==> src/rtl/vrst_pkg.sv <==
package vrst_pkg;
  localparam int unsigned CFG_W      = 5;
  localparam int unsigned PIN_N      = 5;
  localparam int unsigned SYNC_PIN_N = 3;
  localparam int unsigned CSYNC_N    = 2;

  typedef struct packed {
    logic       master;
    logic [1:0] demux_ph;
    logic       fmt_rgb;
    logic       std_pal;
  } cfg_t;
endpackage

==> src/rtl/vrst_sync.sv <==
module vrst_sync #(
  parameter int unsigned STAGES = 2
) (
  input  logic clk_i,
  input  logic rst_ni,
  input  logic d_i,
  output logic q_o
);
  logic [STAGES-1:0] chain_q;

  generate
    if (STAGES == 1) begin : g_one
      always_ff @(posedge clk_i or negedge rst_ni) begin
        if (!rst_ni) chain_q <= '0;
        else         chain_q <= d_i;
      end
    end else begin : g_many
      always_ff @(posedge clk_i or negedge rst_ni) begin
        if (!rst_ni) chain_q <= '0;
        else         chain_q <= {chain_q[STAGES-2:0], d_i};
      end
    end
  endgenerate

  assign q_o = chain_q[STAGES-1];
endmodule

==> src/rtl/vrst_qual.sv <==
module vrst_qual #(
  parameter int unsigned MIN_LOW = 2,
  parameter int unsigned STRETCH = 32
) (
  input  logic clk_i,
  input  logic rst_ni,
  input  logic pad_hi_i,
  output logic act_o,
  output logic abort_o,
  output logic release_o
);
  localparam int unsigned LW = $clog2(MIN_LOW + 1);
  localparam int unsigned SW = $clog2(STRETCH + 1);
  localparam logic [LW-1:0] LOW_LAST = LW'(MIN_LOW - 1);
  localparam logic [SW-1:0] STR_LAST = SW'(STRETCH - 1);

  logic [LW-1:0] low_cnt_q;
  logic [SW-1:0] str_cnt_q;
  logic          act_q, abort_q;
  logic          qual;

  assign qual      = !pad_hi_i && (low_cnt_q == LOW_LAST);
  assign release_o = act_q && pad_hi_i && (str_cnt_q == STR_LAST);

  // low run length, saturating at the qualify point
  always_ff @(posedge clk_i or negedge rst_ni) begin
    if (!rst_ni)            low_cnt_q <= LOW_LAST;
    else if (pad_hi_i)      low_cnt_q <= '0;
    else if (!qual)         low_cnt_q <= low_cnt_q + 1'b1;
  end

  always_ff @(posedge clk_i or negedge rst_ni) begin
    if (!rst_ni) begin
      act_q     <= 1'b1;
      str_cnt_q <= '0;
      abort_q   <= 1'b0;
    end else begin
      abort_q <= qual && !act_q;
      if (qual) begin
        act_q     <= 1'b1;
        str_cnt_q <= '0;
      end else if (act_q) begin
        if (!pad_hi_i)     str_cnt_q <= '0;   // restart on any low sample
        else if (release_o) begin
          act_q     <= 1'b0;
          str_cnt_q <= '0;
        end else           str_cnt_q <= str_cnt_q + 1'b1;
      end
    end
  end

  assign act_o   = act_q;
  assign abort_o = abort_q;
endmodule

==> src/rtl/vrst_cfg.sv <==
module vrst_cfg
  import vrst_pkg::*;
(
  input  logic             clk_i,
  input  logic             rst_ni,
  input  logic             cap_i,
  input  logic             lock_i,
  input  logic [CFG_W-1:0] strap_i,
  input  logic             we_i,
  input  logic [CFG_W-1:0] wmask_i,
  input  logic [CFG_W-1:0] wdata_i,
  output cfg_t             cfg_o
);
  logic [CFG_W-1:0] bits_q;

  generate
    for (genvar b = 0; b < CFG_W; b++) begin : g_bit
      always_ff @(posedge clk_i or negedge rst_ni) begin
        if (!rst_ni)                          bits_q[b] <= 1'b0;
        else if (cap_i)                       bits_q[b] <= strap_i[b];
        else if (we_i && !lock_i && wmask_i[b]) bits_q[b] <= wdata_i[b];
      end
    end
  endgenerate

  assign cfg_o = cfg_t'(bits_q);
endmodule

==> src/rtl/vrst_pinctl.sv <==
module vrst_pinctl
  import vrst_pkg::*;
(
  input  logic               act_i,
  input  logic               master_i,
  output logic [PIN_N-1:0]   pin_oe_o,
  output logic [CSYNC_N-1:0] csync_oe_o
);
  generate
    for (genvar p = 0; p < PIN_N; p++) begin : g_pin
      if (p < SYNC_PIN_N) begin : g_sync
        assign pin_oe_o[p] = !act_i && master_i;
      end else begin : g_aux
        assign pin_oe_o[p] = !act_i;
      end
    end
    for (genvar c = 0; c < CSYNC_N; c++) begin : g_cs
      assign csync_oe_o[c] = !act_i;
    end
  endgenerate
endmodule

==> src/rtl/vrst_strap_ctrl.sv <==
module vrst_strap_ctrl
  import vrst_pkg::*;
#(
  parameter int unsigned SYNC_STAGES = 2,
  parameter int unsigned MIN_LOW     = 2,
  parameter int unsigned STRETCH     = 32
) (
  input  logic               clk_i,
  input  logic               rst_ni,
  input  logic               ext_rst_ni,
  input  logic [CFG_W-1:0]   strap_i,
  input  logic               cfg_we_i,
  input  logic [CFG_W-1:0]   cfg_wmask_i,
  input  logic [CFG_W-1:0]   cfg_wdata_i,
  output logic               int_rst_o,
  output logic               bus_abort_o,
  output logic [PIN_N-1:0]   pin_oe_o,
  output logic [CSYNC_N-1:0] csync_oe_o,
  output logic               std_pal_o,
  output logic               fmt_rgb_o,
  output logic [1:0]         demux_ph_o,
  output logic               sync_master_o
);
  logic pad_hi, act, cap;
  cfg_t cfg;

  vrst_sync #(.STAGES(SYNC_STAGES)) u_sync (
    .clk_i (clk_i), .rst_ni (rst_ni), .d_i (ext_rst_ni), .q_o (pad_hi)
  );

  vrst_qual #(.MIN_LOW(MIN_LOW), .STRETCH(STRETCH)) u_qual (
    .clk_i (clk_i), .rst_ni (rst_ni), .pad_hi_i (pad_hi),
    .act_o (act), .abort_o (bus_abort_o), .release_o (cap)
  );

  vrst_cfg u_cfg (
    .clk_i (clk_i), .rst_ni (rst_ni), .cap_i (cap), .lock_i (act),
    .strap_i (strap_i), .we_i (cfg_we_i), .wmask_i (cfg_wmask_i),
    .wdata_i (cfg_wdata_i), .cfg_o (cfg)
  );

  vrst_pinctl u_pin (
    .act_i (act), .master_i (cfg.master),
    .pin_oe_o (pin_oe_o), .csync_oe_o (csync_oe_o)
  );

  assign int_rst_o     = act;
  assign std_pal_o     = cfg.std_pal;
  assign fmt_rgb_o     = cfg.fmt_rgb;
  assign demux_ph_o    = cfg.demux_ph;
  assign sync_master_o = cfg.master;
endmodule

==> config.mk <==
export PLATFORM = sky130hd
export DESIGN_NAME = vrst_strap_ctrl
export DESIGN_NICKNAME = d
export VERILOG_FILES = /design/src/rtl/vrst_pkg.sv /design/src/rtl/vrst_sync.sv /design/src/rtl/vrst_qual.sv /design/src/rtl/vrst_cfg.sv /design/src/rtl/vrst_pinctl.sv /design/src/rtl/vrst_strap_ctrl.sv
export SDC_FILE = /design/constraint.sdc
export NUM_CORES = 1
export LEC_CHECK = 0
export ABC_AREA = 0
export BUFFER_PORTS_ARGS = -buffer_cell sky130_fd_sc_hd__buf_4
export CORE_AREA = 4 4 47 49
export DETAILED_ROUTE_END_ITERATION = 8
export DIE_AREA = 0 0 51 53
export MAX_ROUTING_LAYER = met4
export PLACE_DENSITY = 0.79
export SLEW_MARGIN = 30
export SYNTH_ARGS = -nofsm -noshare
export SYNTH_HDL_FRONTEND = slang
export SYNTH_SLANG_ARGS = --single-unit
==> constraint.sdc <==
create_clock -name clk_i -period 3.2 [get_ports clk_i]
set_input_delay 0.64 -clock clk_i [delete_from_list [all_inputs] [get_ports clk_i]]
set_output_delay 0.64 -clock clk_i [all_outputs]
set_load 0.02 [all_outputs]
==> results of run 1 <==
-- power groups by stage --
| stage | sequential [uW] | combinational (uW) | clock, uW |
|---|---|---|---|
| 3_5_place_dp | 301 | 207 | 0 |
| 4_1_cts | 296 | 207 | 118 |
| 2_1_floorplan | 336 | 79.8 | 0 |
| 3_3_place_gp | 297 | 201 | 0 |
| 6_report | 296 | 203 | 116 |
| 5_1_grt | 304 | 227 | 130 |
-- cell families after synthesis --
family | share of synthesized area (%)
AOI/OAI and AO/OA | 10.3
adders and majority gates | 2.95
xor gates and xnor gates | 1.03
DFF | 50.5
and+or+nand+nor | 18.8
buffers and inverters | 8.12
muxes | 8.27
-- registers in the layout (all words and copies together), names as in the netlist --
name and count:
u_qual.str_cnt_q 6, u_qual.act_o 1, u_qual.low_cnt_q 2, u_cfg.cfg_o 5, u_sync.chain_q 2, u_qual.abort_o 1
-- cell type report --
| class | instances | area share (%) |
|---|---|---|
| clock buffer | 3 | 2.06 |
| clock inverter | 1 | 0.457 |
| inverter | 4 | 1.37 |
| multi-input combinational | 55 | 32.0 |
| sequential | 17 | 39.1 |
| tap | 27 | 3.09 |
| timing repair buffer | 32 | 21.9 |
-- path summary, 6_finish.rpt --
| path | start | endpoint | slack (ns) | cells after the start |
|---|---|---|---|---|
| max | u_qual.act_o | pin_oe_o[4] | 1.35 | 2 |
| min | rst_ni | u_sync.chain_q[0] | 0.18 | 1 |
| max reg2reg | u_qual.str_cnt_q[0] | u_qual.str_cnt_q[3] | 1.46 | 5 |
| min reg2reg | u_sync.chain_q[0] | u_sync.chain_q[1] | 0.36 | 0 |
| max in group asynchronous | rst_ni | u_qual.act_o | 2.77 | 1 |
| min in group clk_i | u_sync.chain_q[0] | u_sync.chain_q[1] | 0.36 | 0 |
-- synthesized netlist by cell type, drive strengths merged --
library cell	count	area share, %
dfrtp	15	44
nand2	13	5.8
o21ai	10	5.9
buf	7	6.4
mux2i	7	8.3
nor2	6	2.7
inv	4	1.8
nand3	3	2.4
nor2b	3	2.2
a21oi	2	1.2
a32o	2	2.4
dfstp	2	6.2
ha	2	3.0
and2	1	0.74
and2b	1	0.89
and3	1	0.74
nor4	1	2.5
o31ai	1	0.89
or3	1	0.89
xor2	1	1.0
-- routing by layer --
layer	vias up	wire [um]
met5	-	0
met1	316	693
met2	28	841
met4	0	23
li1	335	-
met3	4	168
-- metrics by stage --
step / power, uW / setup WS (ns)
3_5_place_dp: 507 / 1.45
6_report: 615 / 1.35
5_1_grt: 662 / 1.29
4_1_cts: 622 / 1.34
2_1_floorplan: 416 / 1.45
3_3_place_gp: 498 / 1.55
==> results.json, run 1 <==
{
  "clockBufferDepth": 2,
  "sw_frac_of_total_pct": 32.9,
  "combPwrFrac_pct": 33.1,
  "hold_path.class": "input port to asynchronous set/reset pin",
  "hpwl_um": 1370,
  "fp-row-count": 16,
  "multiInputGateArea_um2": 350,
  "path_max_fanout": 9,
  "pwr-share-clk_pct": 18.8,
  "via_per_inst": 4.91,
  "tightestPinTransition_ns": 0.585,
  "hold_violations": 0,
  "holdBufCountCts": 0,
  "wl_per_cell_um": 12.4,
  "cp_slowest_cell": "dfstp_2",
  "grt_max_degree": 18,
  "regArea_um2": 428,
  "critPathKind": "flip-flop to primary output",
  "dieWidth_um": 51,
  "leakagePower_uw": 0.000551,
  "initial_utilization_pct": 45.5,
  "start_kind": "flip-flop",
  "stdcell_area_um2": 1090,
  "clkTransAtPathRegs_ns": 0.10,
  "path_buf_inv": 2,
  "fin_crit_ns": 1.85,
  "cts_sinks": 17,
  "cp.required_ns": 2.56,
  "ys_seq_elements": 17,
  "cts_resized": 0,
  "worstPathCellList": "inv_1 -> buf_4",
  "fin_crit_sh_pct": 57.8,
  "syn_to_final_growth_pct": 29.2,
  "num_vias": 683,
  "drv_cap": 0,
  "synth-warning-count": 0,
  "path_delay_family": "flip-flops",
  "final_nets": 134,
  "numCtsBuffers": 3,
  "p_per_area_nw_per_um2": 561,
  "root_buffer": "clkbuf_4",
  "placed_cells": 135,
  "dr.pass1.iters": 2,
  "drc_errors": 0,
  "drive_above_1_share_pct": 37.5,
  "final_util_pct": 58.8,
  "fmax_mhz": 541,
  "clock_latency_ns": 0.29,
  "grt_overflow": 0,
  "cts_max_level": 1,
  "design.die.area_um2": 2700,
  "ant_nets": 0,
  "fin_cells": 139,
  "syn_inst": 83,
  "whs_ns": 0.180,
  "io_buffers": 32,
  "drt-total-wl_um": 1730,
  "grt_use_met2_pct": 24.9,
  "io_pins": 33,
  "final_common_cell": "buf_4",
  "worstSetupEndpointType": "primary output",
  "final.setup_skew_ns": 0.00571,
  "p_sw_uw": 202,
  "dpl_cell_area_um2": 1070,
  "cts_tree": "done",
  "first_global_vias": 667,
  "grt_pass1_wl_um": 2840,
  "track_usage_pct": 14.5,
  "nFillCells": 168,
  "pwr-share-seq_pct": 48.1,
  "n_antenna_cell": 0,
  "avgSynthCellArea_um2": 10.2,
  "die_y_um": 53,
  "rsz0062_at_grt": "no",
  "final-max-slew-violation-count": 0,
  "tns_ns": 0,
  "core_area_um2": 1860,
  "status": "completed",
  "finalSetupViolCount": 0,
  "postCtsSetupBuffers": 0,
  "synth_fp_nets": 104,
  "gp_congestion": 0.735,
  "ir_worst_vdd_v": 0.000281,
  "synth.cell_area_um2": 847,
  "grtUsageMet1_pct": 15.4,
  "slew_headroom_pct": 60.7,
  "internal_power_uw": 413,
  "busiest_layer": "met2",
  "yosysUniqueCellTypes": 24,
  "cp.arrival_ns": 1.21,
  "synth_seq_area_share_pct": 50.5,
  "slowest_delay_ns": 0.63,
  "drtIter0Drc": 6,
  "layout_common_cells": "buf_4 (32), dfrtp_1 (15), nand2_1 (13)",
  "grt_antenna_before_repair": 0,
  "grtUsageMet3_pct": 4.51
}
(Power assumes the default switching activity.)
==> inputs of run 2 (changes only) <==
- CORE_AREA: 4 4 47 49 -> 4 4 42 58
- DIE_AREA: 0 0 51 53 -> 0 0 46 62
- PLACE_DENSITY: 0.79 -> 0.75
- clock period: 3.2 -> 1.77 ns (I/O delays scaled with it)
==> run 2 against run 1 <==
  * Cell count shrank 2.9%
  * Worst setup slack lost 1.2 ns
  * Combinational power grew 83%
  * Clock power grew 82%
  * Via count grew 0.15%
  * Final area grew 0.91%
  * Critical path depth grew 3
  * Flip-flop and latch count is the same
  * Clock skew shrank 0.0037 ns
  * Non-clock buffer count grew 2
  * Sequential power grew 82%
  * Critical path type is now flip-flop to flip-flop
  * Critical endpoint is now u_cfg.cfg_o[2]
  * Highest routed layer unchanged
==> results.json, run 2 (synthesis results as in run 1) <==
{
  "status": "completed",
  "gp_congestion": 0.918,
  "drt-total-wl_um": 1750,
  "place_ws_ns": 0.191,
  "fin_crit_ns": 1.58,
  "power_uw": 1120,
  "clock_latency_ns": 0.30,
  "core_area_um2": 1950,
  "ir_worst_vdd_v": 0.000596,
  "clockBufferDepth": 2,
  "cp.required_ns": 1.95,
  "root_buffer": "clkbuf_4",
  "dr.pass1.iters": 4,
  "layout_common_cells": "buf_4 (33), dfrtp_1 (15), nand2_1 (13)",
  "wl_per_cell_um": 12.9,
  "num_vias": 684,
  "initial_utilization_pct": 43.5,
  "p_per_area_nw_per_um2": 1010,
  "leakagePower_uw": 0.000560,
  "cts_tree": "done",
  "dr_wl_met2_um": 877,
  "fmax_mhz": 632,
  "design.die.area_um2": 2850,
  "first_global_vias": 666,
  "cts_sinks": 17,
  "final.setup_skew_ns": 0.00197,
  "slew_headroom_pct": 71.9,
  "cp.arrival_ns": 1.77,
  "hold_path.class": "input port to flip-flop",
  "ant_nets": 0,
  "final_common_cell": "buf_4",
  "drc_errors": 0,
  "drv_cap": 0,
  "drive_above_1_share_pct": 37.7,
  "tightestPinTransition_ns": 0.421,
  "dpl_cell_area_um2": 1070,
  "tns_ns": 0,
  "fp-row-count": 19,
  "postCtsSetupBuffers": 0,
  "stdcell_area_um2": 1100,
  "n_antenna_cell": 0,
  "critPathKind": "flip-flop to flip-flop",
  "final_nets": 136,
  "track_usage_pct": 14.6,
  "grt_antenna_before_repair": 0,
  "die_y_um": 62,
  "final_util_pct": 56.7,
  "io_buffers": 32,
  "io_pins": 33,
  "finalSetupViolCount": 0,
  "grt_overflow": 0,
  "clkTransAtPathRegs_ns": 0.10,
  "slowest_delay_ns": 0.40,
  "hold_violations": 0,
  "hpwl_um": 1400,
  "numCtsBuffers": 3,
  "wl_met1_um": 621,
  "worstPathCellList": "ha_1 -> nand3_2 -> nor4_4 -> buf_4 -> o21ai_0",
  "rsz0062_at_grt": "no",
  "path_max_fanout": 10,
  "via_per_inst": 5.07,
  "largest_register_ffs": 6,
  "cp_slowest_cell": "dfrtp_1",
  "top_layer": "met4",
  "grt_max_degree": 18,
  "dr_wl_met3_um": 197,
  "final-max-slew-violation-count": 0,
  "dieWidth_um": 46,
  "grt_pass1_wl_um": 2860,
  "fin_crit_sh_pct": 89.4,
  "syn_to_final_growth_pct": 30.4,
  "start_kind": "flip-flop",
  "max_flop_register": "u_qual.str_cnt_q",
  "worstSetupEndpointType": "flip-flop",
  "drtIter0Drc": 11,
  "fin_ws_ns": 0.187,
  "cts_max_level": 1
}
==> run 2: changes by cell type in the layout (fill, tap and decap cells not counted) <==
cell           change
buf_4              +1
dlygate4sd3_1      +1
==> run 2: worst paths after layout <==
path	slack (ns)	from	to	cells past startpoint
max	0.19	u_qual.str_cnt_q[0]	u_cfg.cfg_o[2]	5
min	0.15	ext_rst_ni	u_sync.chain_q[0]	1
max reg2reg	0.19	u_qual.str_cnt_q[0]	u_cfg.cfg_o[2]	5
min reg2reg	0.36	u_sync.chain_q[0]	u_sync.chain_q[1]	0
max in group asynchronous	1.07	rst_ni	u_qual.low_cnt_q[0]	2
min in group asynchronous	0.45	rst_ni	u_qual.abort_o	2
==> run 2: timing repair <==
action,CTS,global route
gates resized for setup,0,0
endpoints found under the setup margin,0,0
endpoints found under the hold margin,15,0
hold buffers,1,0
==> run 2: routing by layer <==
| metal | up-vias | track usage (%) |
|---|---|---|
| met5 | - | - |
| met1 | 304 | 13.8 |
| li1 | 342 | - |
| met2 | 33 | 25.6 |
| met4 | 0 | 9.76 |
| met3 | 5 | 3.17 |
==> run 2: power by group <==
part	internal, uW	leakage, uW	switching [uW]
clock	84.3	0.0000177	126
combinational	180	0.000329	191
sequential	483	0.000213	55.3
total	747	0.000560	373
==> run 2: area by class of cell <==
class / instances / area, um^2
multi-input combinational: 55 / 350
clock inverter: 1 / 5.00
clock buffer: 3 / 22.5
tap: 21 / 26.3
timing repair buffer: 34 / 258
fill: 176 / 845
inverter: 4 / 15.0
sequential: 17 / 428
==> run 2: worst max-delay path, delay by kind of cell (launching register included) <==
family / cells / cell delay [ns]
AO/OA/AOI/OAI: 1 / 0.10
adder cells (fa/ha/maj): 1 / 0.25
buffers and inverters: 1 / 0.22
flip-flops: 1 / 0.40
AND/OR/NAND/NOR: 2 / 0.49
==> run 2: through the flow <==
| step | std cells | hold WS [ns] |
|---|---|---|
| 2_1_floorplan | 83 | 0.0584 |
| 3_3_place_gp | 130 | 0.226 |
| 3_5_place_dp | 130 | 0.229 |
| 4_1_cts | 135 | 0.147 |
| 5_1_grt | 135 | 0.145 |
| 6_report | 135 | 0.154 |
==> inputs of run 3 (changes only) <==
- ABC_AREA: 0 -> 1
- CTS_CLUSTER_SIZE: unset -> 8
- PLACE_DENSITY: 0.75 -> 0.76
- REMOVE_ABC_BUFFERS: unset -> 1
==> run 3 against run 2 <==
  * Worst setup slack better by 0.060 ns
  * Highest routed layer unchanged
  * Final area is 0.91% higher
  * Clock skew is 0.0023 ns higher
  * Utilization is 0.51 points higher
  * Critical path type is now flip-flop to primary output
  * Register-to-register slack better by 0.24 ns
  * Die area stayed put
  * Cell count is 18% higher
  * Synthesized cell count is 29% higher
  * Critical path depth is 3 lower
  * Hold slack better by 0.022 ns
==> results.json, run 3 <==
{
  "synth_area_leaders": "dfrtp_1 (44%), nand2_1 (12%), o21ai_0 (8.7%)",
  "dr.pass1.iters": 4,
  "max_flop_register": "u_qual.str_cnt_q",
  "start_kind": "flip-flop",
  "status": "completed",
  "drv_cap": 0,
  "cts_tree": "done",
  "leakagePower_uw": 0.000590,
  "synth_seq_area_share_pct": 49.7,
  "slew_headroom_pct": 81.6,
  "drtIter0Drc": 4,
  "yosysTopAreaCell": "dfrtp_1",
  "tightestPinTransition_ns": 0.276,
  "final-max-slew-violation-count": 0,
  "clock_latency_ns": 0.28,
  "syn_inst": 107,
  "fin_cells": 159,
  "wl_per_cell_um": 11.0,
  "grt_pass1_wl_um": 2860,
  "worstSetupEndpointType": "primary output",
  "io_pins": 33,
  "rsz0062_at_grt": "no",
  "ys_async_sr_fraction_pct": 100,
  "finalSetupViolCount": 0,
  "core_area_um2": 1950,
  "min_from": "ext_rst_ni",
  "largest_register_ffs": 6,
  "pwr-share-seq_pct": 49.0,
  "internal_power_uw": 721,
  "combPwrFrac_pct": 32.3,
  "path_max_fanout": 6,
  "final.setup_skew_ns": 0.00431,
  "fmax_mhz": 657,
  "fin_crit_sh_pct": 86.0,
  "die_y_um": 62,
  "critPathKind": "flip-flop to primary output",
  "via_per_inst": 4.78,
  "dieWidth_um": 46,
  "n_antenna_cell": 0,
  "root_buffer": "clkbuf_4",
  "hold_violations": 0,
  "power_uw": 1070,
  "synth_commonest_cells": "nand2_1 (27), inv_1 (17), dfrtp_1 (15), o21ai_0 (15)",
  "ys_dominant_reg_cell": "dfrtp_1",
  "hold_path.class": "input port to flip-flop",
  "cts_max_level": 1,
  "clkTransAtPathRegs_ns": 0.09,
  "num_vias": 760,
  "pwr-share-clk_pct": 18.7,
  "syn_to_final_growth_pct": 29.5,
  "hpwl_um": 1480,
  "grt_overflow": 0,
  "fin_ws_ns": 0.247,
  "path_buf_inv": 2,
  "worstPathCellList": "inv_1 -> buf_4",
  "grt_max_degree": 18,
  "final_common_cell": "buf_4",
  "io_buffers": 32,
  "synth-edff-count": 0,
  "p_per_area_nw_per_um2": 958,
  "final_util_pct": 57.2,
  "gp_congestion": 0.772,
  "yosysUniqueCellTypes": 15,
  "path_delay_family": "flip-flops",
  "placed_cells": 154,
  "fin_crit_ns": 1.52,
  "design.die.area_um2": 2850,
  "cts_sinks": 17,
  "synth-warning-count": 0,
  "tns_ns": 0,
  "drc_errors": 0,
  "place_ws_ns": 0.437,
  "ir_worst_vdd_v": 0.000590,
  "numCtsBuffers": 3,
  "grt_antenna_before_repair": 0,
  "sw_frac_of_total_pct": 32.4,
  "fp-row-count": 19,
  "cp.required_ns": 1.42,
  "synth.cell_area_um2": 861,
  "synth_most_common_cell": "nand2_1",
  "track_usage_pct": 14.4,
  "slowest_delay_ns": 0.61,
  "drive_above_1_share_pct": 29.7,
  "avgSynthCellArea_um2": 8.05,
  "ys_seq_elements": 17,
  "first_global_vias": 717,
  "final_nets": 160,
  "ant_nets": 0,
  "p_sw_uw": 346,
  "rr_startpoint": "u_qual.low_cnt_q[0]",
  "cts_resized": 0,
  "drt-total-wl_um": 1760,
  "clockBufferDepth": 2,
  "cp_slowest_cell": "dfstp_2",
  "critPathLaunch": "u_qual.act_o",
  "cp.arrival_ns": 1.17,
  "synth.top_cell.area_share_pct": 43.6,
  "layout_common_cells": "buf_4 (32), nand2_1 (27), inv_1 (17)",
  "initial_utilization_pct": 44.2
}
## run 3: cell count changes in the layout (fill, tap and decap cells not counted), moves of 4 or more
cell,delta
nand2_1,+14
mux2i_1,-7
o21ai_0,+5
a21oi_1,+4
inv_1,+14
nand3_1,+4
## run 3: routing by layer
layer / wire (um) / up-vias / track usage [%]
met4: 29 / 0 / 6.10
met1: 682 / 336 / 14.4
met2: 926 / 28 / 26.4
li1: - / 392 / -
met5: 0 / - / -
met3: 117 / 4 / 2.59
## run 3: kinds of logic after synthesis
| group | share of synthesized area (%) |
|---|---|
| AO/OA/AOI/OAI | 13.2 |
| adder cells (fa/ha/maj) | 2.91 |
| AND/OR/NAND/NOR | 20.5 |
| buffers and inverters | 13.7 |
| flip-flops | 49.7 |
## run 3: worst register-to-register path: cells and delay by family (launching register included)
family / cells / cell delay, ns
buffers and inverters: 1 / 0.11
AOI/OAI and AO/OA: 1 / 0.18
DFF: 1 / 0.55
and+or+nand+nor: 2 / 0.25
adders and majority gates: 1 / 0.16
## run 3: per-stage QoR
stage          hold WS (ns)  area (um^2)
2_1_floorplan        0.0584          812
3_3_place_gp          0.227         1080
3_5_place_dp          0.231         1080
4_1_cts               0.169         1110
5_1_grt               0.159         1110
6_report              0.176         1110
## run 3: repair_timing
action,4_1_cts,5_1_grt
setup buffers,0,0
hold endpoints to repair,15,0
hold buffers,1,0
## run 3: final cells by class
class                           instances  area (um^2)
Fill cell                             181          835
Sequential cell                        17          428
Multi-Input combinational cell         66          315
Timing Repair Buffer                   33          250
Inverter                               18         68.8
Clock buffer                            4         26.3
Tap cell                               21         26.3
## run 3: worst paths after layout
path | slack, ns | cells past startpoint | endpoint
setup / recovery | 0.25 | 2 | pin_oe_o[4]
hold / removal | 0.18 | 1 | u_sync.chain_q[0]
setup reg to reg | 0.43 | 5 | u_qual.str_cnt_q[1]
hold reg to reg | 0.36 | 0 | u_sync.chain_q[1]
max in group asynchronous | 1.06 | 2 | u_qual.low_cnt_q[0]
min in group asynchronous | 0.46 | 2 | u_qual.str_cnt_q[3]
## run 3: power by group through the flow
stage / Sequential, uW / Clock [uW] / Combinational (uW)
floorplan: 587 / 0 / 137
global placement: 530 / 0 / 342
detailed placement: 530 / 0 / 352
CTS: 524 / 210 / 353
global route: 535 / 227 / 392
finish: 523 / 199 / 345
